`src/rtl/crsd_pkg.sv`:
```
package crsd_pkg;
    // speed codes; numeric values are visible at mode_o
    typedef enum logic [2:0] {
        SPD_NORMAL = 3'd0,
        SPD_DOUBLE = 3'd1,
        SPD_QUAD   = 3'd2,
        SPD_OCT    = 3'd3,
        SPD_HEX    = 3'd4
    } spd_e;

    localparam int NSPD  = 5;            // number of speed codes
    localparam int NCLS  = 2 * NSPD + 1; // two families per speed plus the extra slow ratio
    localparam int CLS_W = $clog2(NCLS);

    typedef struct packed {
        logic             hit;
        spd_e             spd;
        logic             triple;
        logic [CLS_W-1:0] idx;
    } cls_t;
endpackage

```
`src/rtl/crsd_frame_sync.sv`:
```
module crsd_frame_sync #(
    parameter int STAGES = 2
) (
    input  logic clk_i,
    input  logic rst_i,
    input  logic frame_i,
    output logic rise_o
);
    logic [STAGES:0] sh_d, sh_q;

    always_comb begin
        sh_d   = {sh_q[STAGES-1:0], frame_i};
        rise_o = sh_q[STAGES-1] & ~sh_q[STAGES];
    end

    always_ff @(posedge clk_i) begin
        if (rst_i) sh_q <= '0;
        else       sh_q <= sh_d;
    end
endmodule

```
`src/rtl/crsd_period_meter.sv`:
```
module crsd_period_meter #(
    parameter int CNT_W = 12
) (
    input  logic             clk_i,
    input  logic             rst_i,
    input  logic             en_i,
    input  logic             rise_i,
    output logic             meas_vld_o,
    output logic [CNT_W-1:0] meas_cnt_o,
    output logic             meas_sat_o
);
    localparam logic [CNT_W-1:0] SAT_VAL = CNT_W'(1) << (CNT_W - 1);

    typedef struct packed {
        logic [CNT_W-1:0] cnt;
        logic             armed;
    } st_t;

    st_t st_d, st_q;

    always_comb begin
        st_d       = st_q;
        meas_vld_o = en_i & rise_i & st_q.armed;
        meas_cnt_o = st_q.cnt;
        meas_sat_o = (st_q.cnt >= SAT_VAL);
        if (!en_i) begin
            st_d.cnt   = '0;
            st_d.armed = 1'b0;
        end else if (rise_i) begin
            st_d.cnt   = CNT_W'(1);
            st_d.armed = 1'b1;
        end else if (st_q.cnt != SAT_VAL) begin
            st_d.cnt = st_q.cnt + CNT_W'(1);
        end
    end

    always_ff @(posedge clk_i) begin
        if (rst_i) st_q <= '0;
        else       st_q <= st_d;
    end
endmodule

```
`src/rtl/crsd_ratio_classify.sv`:
```
module crsd_ratio_classify
    import crsd_pkg::*;
#(
    parameter int CNT_W       = 12,
    parameter int BASE_RATIO  = 32,
    parameter int TOL         = 2,
    parameter int EXTRA_RATIO = 1152
) (
    input  logic [CNT_W-1:0] cnt_i,
    input  logic             sat_i,
    output cls_t             cls_o,
    output logic [CNT_W-1:0] nom_o
);
    function automatic int nom_of(input int k, input int fam);
        return (fam == 1) ? ((BASE_RATIO * 3 / 2) << k) : (BASE_RATIO << k);
    endfunction

    function automatic logic in_win(input logic [CNT_W-1:0] c, input int n);
        int ci;
        ci = int'(c);
        return (ci >= n - TOL) && (ci <= n + TOL);
    endfunction

    always_comb begin
        cls_o     = '0;
        cls_o.spd = SPD_NORMAL;
        nom_o     = '0;
        // k = 0 is the fastest speed (smallest ratio)
        for (int k = 0; k < NSPD; k++) begin
            for (int fam = 0; fam < 2; fam++) begin
                if (!cls_o.hit && !sat_i && in_win(cnt_i, nom_of(k, fam))) begin
                    cls_o.hit    = 1'b1;
                    cls_o.spd    = spd_e'(NSPD - 1 - k);
                    cls_o.triple = (fam == 1);
                    cls_o.idx    = CLS_W'(2 * k + fam);
                    nom_o        = CNT_W'(nom_of(k, fam));
                end
            end
        end
        if (!cls_o.hit && !sat_i && in_win(cnt_i, EXTRA_RATIO)) begin
            cls_o.hit    = 1'b1;
            cls_o.spd    = SPD_NORMAL;
            cls_o.triple = 1'b1;
            cls_o.idx    = CLS_W'(NCLS - 1);
            nom_o        = CNT_W'(EXTRA_RATIO);
        end
    end
endmodule

```
`src/rtl/crsd_lock_filter.sv`:
```
module crsd_lock_filter
    import crsd_pkg::*;
#(
    parameter int LOCK_FRAMES = 4,
    parameter int RATIO_W     = 12
) (
    input  logic               clk_i,
    input  logic               rst_i,
    input  logic               en_i,
    input  logic               meas_vld_i,
    input  cls_t               cls_i,
    input  logic [RATIO_W-1:0] nom_i,
    output logic               lock_o,
    output spd_e               mode_o,
    output logic               triple_o,
    output logic [RATIO_W-1:0] ratio_o
);
    localparam int RUN_W = $clog2(LOCK_FRAMES + 1);
    localparam logic [RUN_W-1:0] RUN_FULL = RUN_W'(LOCK_FRAMES);

    typedef struct packed {
        logic [RUN_W-1:0]   run;
        logic               have;
        logic [CLS_W-1:0]   prev;
        logic               lock;
        spd_e               mode;
        logic               triple;
        logic [RATIO_W-1:0] ratio;
    } st_t;

    st_t st_d, st_q;

    always_comb begin
        st_d = st_q;
        if (!en_i) begin
            st_d.run  = '0;
            st_d.have = 1'b0;
            st_d.lock = 1'b0;
        end else if (meas_vld_i) begin
            if (!cls_i.hit) begin
                st_d.run  = '0;
                st_d.have = 1'b0;
                st_d.lock = 1'b0;
            end else if (st_q.have && (cls_i.idx == st_q.prev)) begin
                if (st_q.run != RUN_FULL) st_d.run = st_q.run + RUN_W'(1);
            end else begin
                st_d.run  = RUN_W'(1);
                st_d.have = 1'b1;
                st_d.prev = cls_i.idx;
                st_d.lock = 1'b0;
            end
            if (cls_i.hit && (st_d.run == RUN_FULL)) begin
                st_d.lock   = 1'b1;
                st_d.mode   = cls_i.spd;
                st_d.triple = cls_i.triple;
                st_d.ratio  = nom_i;
            end
        end
    end

    always_ff @(posedge clk_i) begin
        if (rst_i) begin
            st_q      <= '0;
            st_q.mode <= SPD_NORMAL;
        end else begin
            st_q <= st_d;
        end
    end

    assign lock_o   = st_q.lock;
    assign mode_o   = st_q.mode;
    assign triple_o = st_q.triple;
    assign ratio_o  = st_q.ratio;
endmodule

```
`src/rtl/clk_ratio_spd_det.sv`:
```
module clk_ratio_spd_det
    import crsd_pkg::*;
#(
    parameter int CNT_W       = 12,
    parameter int SYNC_STAGES = 2,
    parameter int BASE_RATIO  = 32,
    parameter int TOL         = 2,
    parameter int EXTRA_RATIO = 1152,
    parameter int LOCK_FRAMES = 4
) (
    input  logic             clk_i,
    input  logic             rst_i,
    input  logic             frame_i,
    input  logic             auto_en_i,
    input  logic [2:0]       manual_mode_i,
    output logic [2:0]       mode_o,
    output logic             triple_o,
    output logic [CNT_W-1:0] ratio_o,
    output logic             lock_o
);
    logic             rise;
    logic             m_vld;
    logic             m_sat;
    logic [CNT_W-1:0] m_cnt;
    cls_t             cls;
    logic             c_hit;
    logic [CNT_W-1:0] c_nom;
    logic             fl_lock;
    spd_e             fl_spd;
    logic [2:0]       fl_mode;
    logic             fl_triple;
    logic [CNT_W-1:0] fl_ratio;

    crsd_frame_sync #(.STAGES(SYNC_STAGES)) u_sync (
        .clk_i(clk_i), .rst_i(rst_i), .frame_i(frame_i), .rise_o(rise)
    );

    crsd_period_meter #(.CNT_W(CNT_W)) u_meter (
        .clk_i(clk_i), .rst_i(rst_i), .en_i(auto_en_i), .rise_i(rise),
        .meas_vld_o(m_vld), .meas_cnt_o(m_cnt), .meas_sat_o(m_sat)
    );

    crsd_ratio_classify #(
        .CNT_W(CNT_W), .BASE_RATIO(BASE_RATIO), .TOL(TOL), .EXTRA_RATIO(EXTRA_RATIO)
    ) u_cls (
        .cnt_i(m_cnt), .sat_i(m_sat), .cls_o(cls), .nom_o(c_nom)
    );

    crsd_lock_filter #(.LOCK_FRAMES(LOCK_FRAMES), .RATIO_W(CNT_W)) u_filt (
        .clk_i(clk_i), .rst_i(rst_i), .en_i(auto_en_i), .meas_vld_i(m_vld),
        .cls_i(cls), .nom_i(c_nom), .lock_o(fl_lock), .mode_o(fl_spd),
        .triple_o(fl_triple), .ratio_o(fl_ratio)
    );

    assign c_hit   = cls.hit;
    assign fl_mode = 3'(fl_spd);

    always_comb begin
        mode_o   = auto_en_i ? fl_mode : manual_mode_i;
        triple_o = auto_en_i & fl_triple;
        ratio_o  = auto_en_i ? fl_ratio : '0;
        lock_o   = auto_en_i & fl_lock;
    end
endmodule

```
`config.mk`:
```
export PLATFORM = sky130hd
export DESIGN_NAME = clk_ratio_spd_det
export DESIGN_NICKNAME = d
export VERILOG_FILES = /design/src/rtl/crsd_pkg.sv /design/src/rtl/crsd_frame_sync.sv /design/src/rtl/crsd_period_meter.sv /design/src/rtl/crsd_ratio_classify.sv /design/src/rtl/crsd_lock_filter.sv /design/src/rtl/clk_ratio_spd_det.sv
export SDC_FILE = /design/constraint.sdc
export NUM_CORES = 1
export LEC_CHECK = 0
export BUFFER_PORTS_ARGS = -buffer_cell sky130_fd_sc_hd__buf_2
export CORE_MARGIN = 5
export CORE_UTILIZATION = 50
export CTS_CLUSTER_DIAMETER = 30
export DETAILED_ROUTE_END_ITERATION = 6
export GPL_ROUTABILITY_DRIVEN = 0
export HOLD_SLACK_MARGIN = 0.1
export PLACE_DENSITY = 0.71
export SYNTH_ARGS = -nofsm -noshare
export SYNTH_HDL_FRONTEND = slang
export SYNTH_SLANG_ARGS = --single-unit
export TNS_END_PERCENT = 5
```
`constraint.sdc`:
```
create_clock -name clk_i -period 3.2 [get_ports clk_i]
set_clock_uncertainty 0.1 [all_clocks]
set_input_delay 0.96 -clock clk_i [delete_from_list [all_inputs] [get_ports clk_i]]
set_output_delay 0.96 -clock clk_i [all_outputs]
set_load 0.01 [all_outputs]
```
* Yosys cells after proc, flatten, opt, wreduce, memory -nomap -nowiden
Cells that the tools add are included.
Operators by class: bitwise gates (word level) 8, div/mod/pow operators 0, add/subtract/negate cells 2, mux-type cells 34, eq/ne operators 6, $lt $le $gt $ge 23, shifts and indexed selects 0, multiply operators 0, reductions and logical operators 52
Operators by type and width (count):
- two-way mux 9 bit | 13
- logical AND 1 bit | 34
- >= comparator 12 x 6 -> 1 bit, second input constant | 2
- >= comparator 12 x 7 -> 1 bit, second input constant | 2
- >= comparator 12 x 8 -> 1 bit, second input constant | 2
- >= comparator 12 x 9 -> 1 bit, second input constant | 2
- less-or-equal comparator 12 x 10 -> 1 bit, second input constant | 2
- less-or-equal comparator 12 x 6 -> 1 bit, second input constant | 2
- less-or-equal comparator 12 x 7 -> 1 bit, second input constant | 2
- less-or-equal comparator 12 x 8 -> 1 bit, second input constant | 2
- less-or-equal comparator 12 x 9 -> 1 bit, second input constant | 2
- two-way mux 10 bit | 2
- two-way mux 6 bit | 3
- two-way mux 17 bit | 1
- two-way mux 8 bit | 2
- two-way mux 7 bit | 2
- adder 12 x 1 -> 12 bit, second input constant | 1
- >= comparator 12 x 10 -> 1 bit, second input constant | 1
- >= comparator 12 x 11 -> 1 bit, second input constant | 1
- >= comparator 12 bit, second input constant | 1
- >= comparator 12 x 5 -> 1 bit, second input constant | 1
- less-or-equal comparator 12 x 11 -> 1 bit, second input constant | 1
- two-way mux 12 bit | 1
- two-way mux 4 bit | 3
- other kinds (18) | 40
Word-level totals: input port bits 7, bits in registers 41, memories kept 0, bits in writable memories 0, latch bits 0, bits in read-only memories 0

* Longest topological paths before layout
depth in word-level cells 54, depth in mapped cells 11, depth with buffers taken out 10

* Cells and area by module
A second synthesis with hierarchy kept.
Second synthesis, totals: cells, all modules 345, area total of the unflattened synthesis 2870.3 um2
By module, submodules not included:
- crsd_lock_filter | area each 1333.8 um2, times used 1, sequential area each 500.5 um2, cells each 146
- crsd_period_meter | area each 800.8 um2, times used 1, sequential area each 260.2 um2, cells each 92
- crsd_ratio_classify | area each 519.2 um2, times used 1, sequential area each 0.0 um2, cells each 82
- clk_ratio_spd_det | area each 128.9 um2, times used 1, sequential area each 0.0 um2, cells each 18
- crsd_frame_sync | area each 87.6 um2, times used 1, sequential area each 60.1 um2, cells each 7

* Least setup slack after synthesis
Ideal clock, no wire load.
path type register to register, start register u_meter.st_q, in the netlist u_meter.meas_cnt_o[8], end register u_filt.st_q[18] (netlist bit), path slack 0.210 ns, setup time 0.136 ns, period minus slack after synthesis 2.990 ns, data arrival time 2.754 ns, buffers on the path 3, cell stages (with the launch flop) 11, cell sequence dfxtp_1 buf_6 or4_4 buf_6 or4b_4 and4_4 mux2i_2 or2_1 buf_4 a2111oi_0 a211oi_1
Between the ends: cells in the longest elaborated chain, start to end 48, elaborated cells on any way between the ends 81
Ends and longest elaborated chain:
- from (decl) | RTL line crsd_period_meter.sv:19 | st_t st_d, st_q;
- from (signal assigned) | RTL line crsd_period_meter.sv:39 | else st_q <= st_d;
- >= comparator 12 bit (tied with other cells) | RTL line crsd_period_meter.sv:25 | meas_sat_o = (st_q.cnt >= SAT_VAL);
- logical NOT 1 bit / logical AND 1 bit (equally long branches) | RTL line crsd_ratio_classify.sv:31, crsd_ratio_classify.sv:40, crsd_ratio_classify.sv:21
- logical AND 1 bit | RTL line crsd_ratio_classify.sv:31 | if (!cls_o.hit && !sat_i && in_win(cnt_i, nom_of(k, fam))) begin
- two-way mux 9 bit | RTL line crsd_ratio_classify.sv:31
- logical NOT 1 bit | RTL line crsd_ratio_classify.sv:31
- logical AND 1 bit (2 in series) | RTL line crsd_ratio_classify.sv:31
- two-way mux 9 bit | RTL line crsd_ratio_classify.sv:31
- logical NOT 1 bit | RTL line crsd_ratio_classify.sv:31
- [30 not listed]
- two-way mux 9 bit | RTL line crsd_ratio_classify.sv:31
- logical NOT 1 bit | RTL line crsd_ratio_classify.sv:40 | if (!cls_o.hit && !sat_i && in_win(cnt_i, EXTRA_RATIO)) begin
- logical AND 1 bit (2 in series) | RTL line crsd_ratio_classify.sv:40
- two-way mux 9 bit (*) | RTL line crsd_ratio_classify.sv:40
- equality test 4 bit | RTL line crsd_lock_filter.sv:44 | end else if (st_q.have && (cls_i.idx == st_q.prev)) begin
- logical AND 1 bit | RTL line crsd_lock_filter.sv:44
- NOT 1 bit (no source line)
- AND reduction 4 bit (no source line)
- to (signal assigned) | RTL line crsd_lock_filter.sv:66 | st_q <= st_d;
- to (decl) | RTL line crsd_lock_filter.sv:31 | st_t st_d, st_q;
Every way passes the cells marked *; elsewhere a longest branch is shown, timed or not. A chain may end at the register's enable or synchronous reset.

* Final worst setup path
start register u_meter.st_q, in the netlist u_meter.meas_cnt_o[2], end register u_filt.st_q, in the netlist u_filt.ratio_o[5]
Between the ends: cells in the longest elaborated chain, start to end 53, elaborated cells on any way between the ends 97
Ends and longest elaborated chain:
- >= comparator 12 bit (tied with other cells) | RTL line crsd_period_meter.sv:25
- logical NOT 1 bit / logical AND 1 bit (equally long branches) | RTL line crsd_ratio_classify.sv:31, crsd_ratio_classify.sv:40, crsd_ratio_classify.sv:21
- logical AND 1 bit | RTL line crsd_ratio_classify.sv:31
- two-way mux 9 bit | RTL line crsd_ratio_classify.sv:31
- logical NOT 1 bit | RTL line crsd_ratio_classify.sv:31
- logical AND 1 bit (2 in series) | RTL line crsd_ratio_classify.sv:31
- two-way mux 9 bit | RTL line crsd_ratio_classify.sv:31
- logical NOT 1 bit | RTL line crsd_ratio_classify.sv:31
- [36 not listed]
- logical AND 1 bit | RTL line crsd_lock_filter.sv:44
- two-way mux 3 bit | RTL line crsd_lock_filter.sv:44
- two-way mux 4 bit | RTL line crsd_lock_filter.sv:40 | if (!cls_i.hit) begin
- two-way mux 4 bit | RTL line crsd_lock_filter.sv:39 | end else if (meas_vld_i) begin
- two-way mux 4 bit | RTL line crsd_lock_filter.sv:35 | if (!en_i) begin
- equality test 3 bit | RTL line crsd_lock_filter.sv:52 | if (cls_i.hit && (st_d.run == RUN_FULL)) begin
- logical AND 1 bit | RTL line crsd_lock_filter.sv:52
- AND reduction 3 bit (no source line)
Several ways; a longest one is shown, not always the timed one. The select of a mux whose other input is x is not followed.

==> impl_metrics.csv <==
group,metric,value,unit
status,status,"finished, final reports clean",
detailed_routing,drt_iter0_drc,353,
setup_path,cp-startpoint,"u_meter.meas_cnt_o[2]",
synth,yosys.area.top_type,"dfxtp_1",
setup_path,r2r.worst_path.cells,8,
clock_network,root_buffer,"clkbuf_8",
synth,synth-seq-area-share,29.2,%
setup_path,r2r_setup_slack,0.13,ns
hold_path,hp-class,"reg2reg",
global_route,grt_pass1_vias,2226,
floorplanning,num_rows,25,
timing,fin_crit,3.07,ns
global_route,gr-usage-all-layers,20.7,%
detailed_routing,dr.pass1.iters,5,
synth,yosys_register_bits,36,
setup_path,r2r_start,"u_meter.meas_cnt_o[2]",
clock_network,cts_buffers,5,
synth,netlist_top_cells_area,"dfxtp_1 (29%), a21oi_1 (4.3%), nor2_1 (4.1%)",
synth,synth-edff-count,0,
hold_path,whs_endpoint,"u_sync.sh_q[1]",
timing,worst_slack,0.128,ns
setup_path,crit_type,"reg2reg",
placement,dp.cells,398,
timing,max_slew.worst_pin.slew,0.578,ns
layout,num_antenna_cells,0,
setup_path,end_kind,"flop",
placement,dpl.hpwl,4.60,mm
placement,place_area,2690,um^2
setup_path,worstPathArrival,3.12,ns
setup_path,reg2reg_to,"u_filt.ratio_o[5]",
layout,fin_nets,350,
global_route,grt_max_degree,20,
synth,synth-warning-count,0,
hold_path,min_path_cells,1,
floorplanning,ios,24,
power_and_ir_drop,swShare,22.3,%
synth,syn_avg_cell_area,7.89,um^2
detailed_routing,viasPerCell,5.99,
clock_network,clk_pin_slew,0.08,ns
layout,drive_above_1_share,22.9,%
floorplanning,start_util,51.9,%
power_and_ir_drop,p_per_area,315,nW/um^2
power_and_ir_drop,ir_drop,0.284,mV
synth,ys.flop_type,"dfxtp_1",
timing,hold_ws,0.348,ns
layout,fillers,432,
floorplanning,die_area,6450,um^2
setup_path,worst_setup_path_start_kind,"flop",
floorplanning,fp.dieW,80.3,um
power_and_ir_drop,leakagePower,1.05,nW
placement,io_buffers,18,
timing,hold_viol,0,
layout,design_area,2840,um^2
clock_network,clock_sinks,36,
power_and_ir_drop,clkPwrFrac,45.1,%
timing,fin_crit_sh,96.0,%
timing,relSlewSlack,61.0,%
global_route,grt_pass1_wl,10.7,mm
detailed_routing,drt-total-wl,6.26,mm
placement,pre_cts_ws,0.0789,ns
setup_path,cp_max_fo,6,
global_route,antenna_found_initial,0,
global_route,overflow,0,
power_and_ir_drop,pwr-share-seq,50.6,%
detailed_routing,vias,2436,
clock_network,max-clock-path-buffers,2,
hold_path,hold_start,"u_sync.sh_q[0]",
detailed_routing,ant_nets,0,
power_and_ir_drop,p_comb_share,4.3,%
detailed_routing,wl_per_cell,15.4,um
layout,layout.cells.non_filler,407,
power_and_ir_drop,p_sw,0.000200,W
job,cap_viol_max_count,0,
synth,synthDominantCellAreaShare,29.2,%
timing,fmax,326,MHz
setup_path,required,3.25,ns
synth,postSynth.asyncResetShare,0,%
detailed_routing,drc,0,
clock_network,h-tree-depth,2,
floorplanning,core,4750,um^2
timing,setup_viol,0,
power_and_ir_drop,p_int,0.000696,W
clock_network,clock_latency,0.29,ns
layout,area_growth,14.9,%
clock_network,hold_buffers,0,
floorplanning,die_y,80.3,um
synth,synth_cell_types,62,
synth,netlist_instances,313,
timing,final-max-slew-violation-count,0,
synth,syn_area,2470,um^2
clock_network,cts_tree,"built",
[placed cells by master (no fill, tap or decap), types with 13 or more instances in the layout]
master   instances
dfxtp_1         35
nor2_1          27
buf_4           25
and2_1          13
buf_2           18
nand3_1         16
a21oi_1         21
nand2_1         20
[state kept, by name, indices dropped and copies added (netlist names)]
name,cells
u_filt.ratio_o,7
u_filt.mode_o,3
u_sync.sh_q,3
u_filt.st_q,8
u_filt.lock_o,1
u_meter.st_q,1
u_meter.meas_cnt_o,12
u_filt.triple_o,1
[cell usage after synthesis, drive strengths merged (8+ instances only)]
cell,count
nor4,8
nor2,28
o21ai,13
nor3,9
clkbuf,17
a21oi,21
a211oi,8
inv,9
dfxtp,36
nand2,20
and2,15
buf,11
nand4,9
nand3,17
[final cells by class]
| type | count | area, um^2 | area share [%] |
|---|---|---|---|
| Clock buffer | 5 | 68.8 | 2.43 |
| Clock inverter | 3 | 42.5 | 1.50 |
| Inverter | 9 | 33.8 | 1.19 |
| Multi-Input combinational cell | 244 | 1610 | 56.7 |
| Sequential cell | 36 | 722 | 25.4 |
| Tap cell | 67 | 83.8 | 2.95 |
| Timing Repair Buffer | 43 | 278 | 9.79 |
[worst max-delay path by stage]
stage | end | slack, ns | cells past startpoint
6_report | u_filt.ratio_o[5] | 0.13 | 8
5_1_grt | u_filt.mode_o[2] | -0.002 | 8
4_1_cts | u_filt.st_q[18] | 0.05 | 10
3_5_place_dp | u_filt.st_q[18] | 0.08 | 10
3_3_place_gp | u_filt.st_q[18] | 0.09 | 10
2_1_floorplan | u_filt.st_q[18] | 0.21 | 10
[through the flow]
| stage | setup TNS [ns] | util (%) | total power, W |
|---|---|---|---|
| 2_1_floorplan | 0 | - | 0.000493 |
| 3_3_place_gp | 0 | 56.5 | 0.000501 |
| 3_5_place_dp | 0 | 56.5 | 0.000501 |
| 4_1_cts | 0 | 58.8 | 0.000906 |
| 5_1_grt | -0.00213 | 59.7 | 0.000932 |
| 6_report | 0 | 59.7 | 0.000895 |
[power by group through the flow]
stage / Sequential, W / Clock [W] / Combinational (W)
6_report: 0.000453 / 0.000404 / 0.0000388
5_1_grt: 0.000453 / 0.000436 / 0.0000433
4_1_cts: 0.000453 / 0.000415 / 0.0000385
3_5_place_dp: 0.000463 / 0 / 0.0000382
3_3_place_gp: 0.000463 / 0 / 0.0000376
2_1_floorplan: 0.000462 / 0 / 0.0000302
[repair_timing]
action | CTS | global route
gates resized for setup | 0 | 9
setup endpoints to repair | 0 | 17
buffers inserted | 0 | 1
[logic make-up after synthesis]
| family | share of synthesized area (%) |
|---|---|
| flops | 29.2 |
| buf+inv | 7.55 |
| other cells | 0.152 |
| compound gates | 20.3 |
| fa+ha+maj | 2.03 |
| mux | 3.19 |
| simple gates | 34.0 |
| xor+xnor | 3.55 |
[worst max-delay path: stages, from the launching register on]
cell       delay (ns)
dfxtp_1          0.32
or4_4            0.58
or3_1            0.37
o31a_1           0.34
a2111oi_2        0.37
a31o_2           0.20
nor2_2           0.07
nor3_2           0.41
a311oi_1         0.16
[routing by layer]
metal	GRT usage, %	share of wire (%)	vias to the layer above
li1	-	-	1187
met1	27.8	45	1127
met2	32.8	47	102
met3	4.26	6.2	20
met4	7.26	2.0	0
met5	0	0	-
No activity file was read; power rests on OpenSTA's default activity.
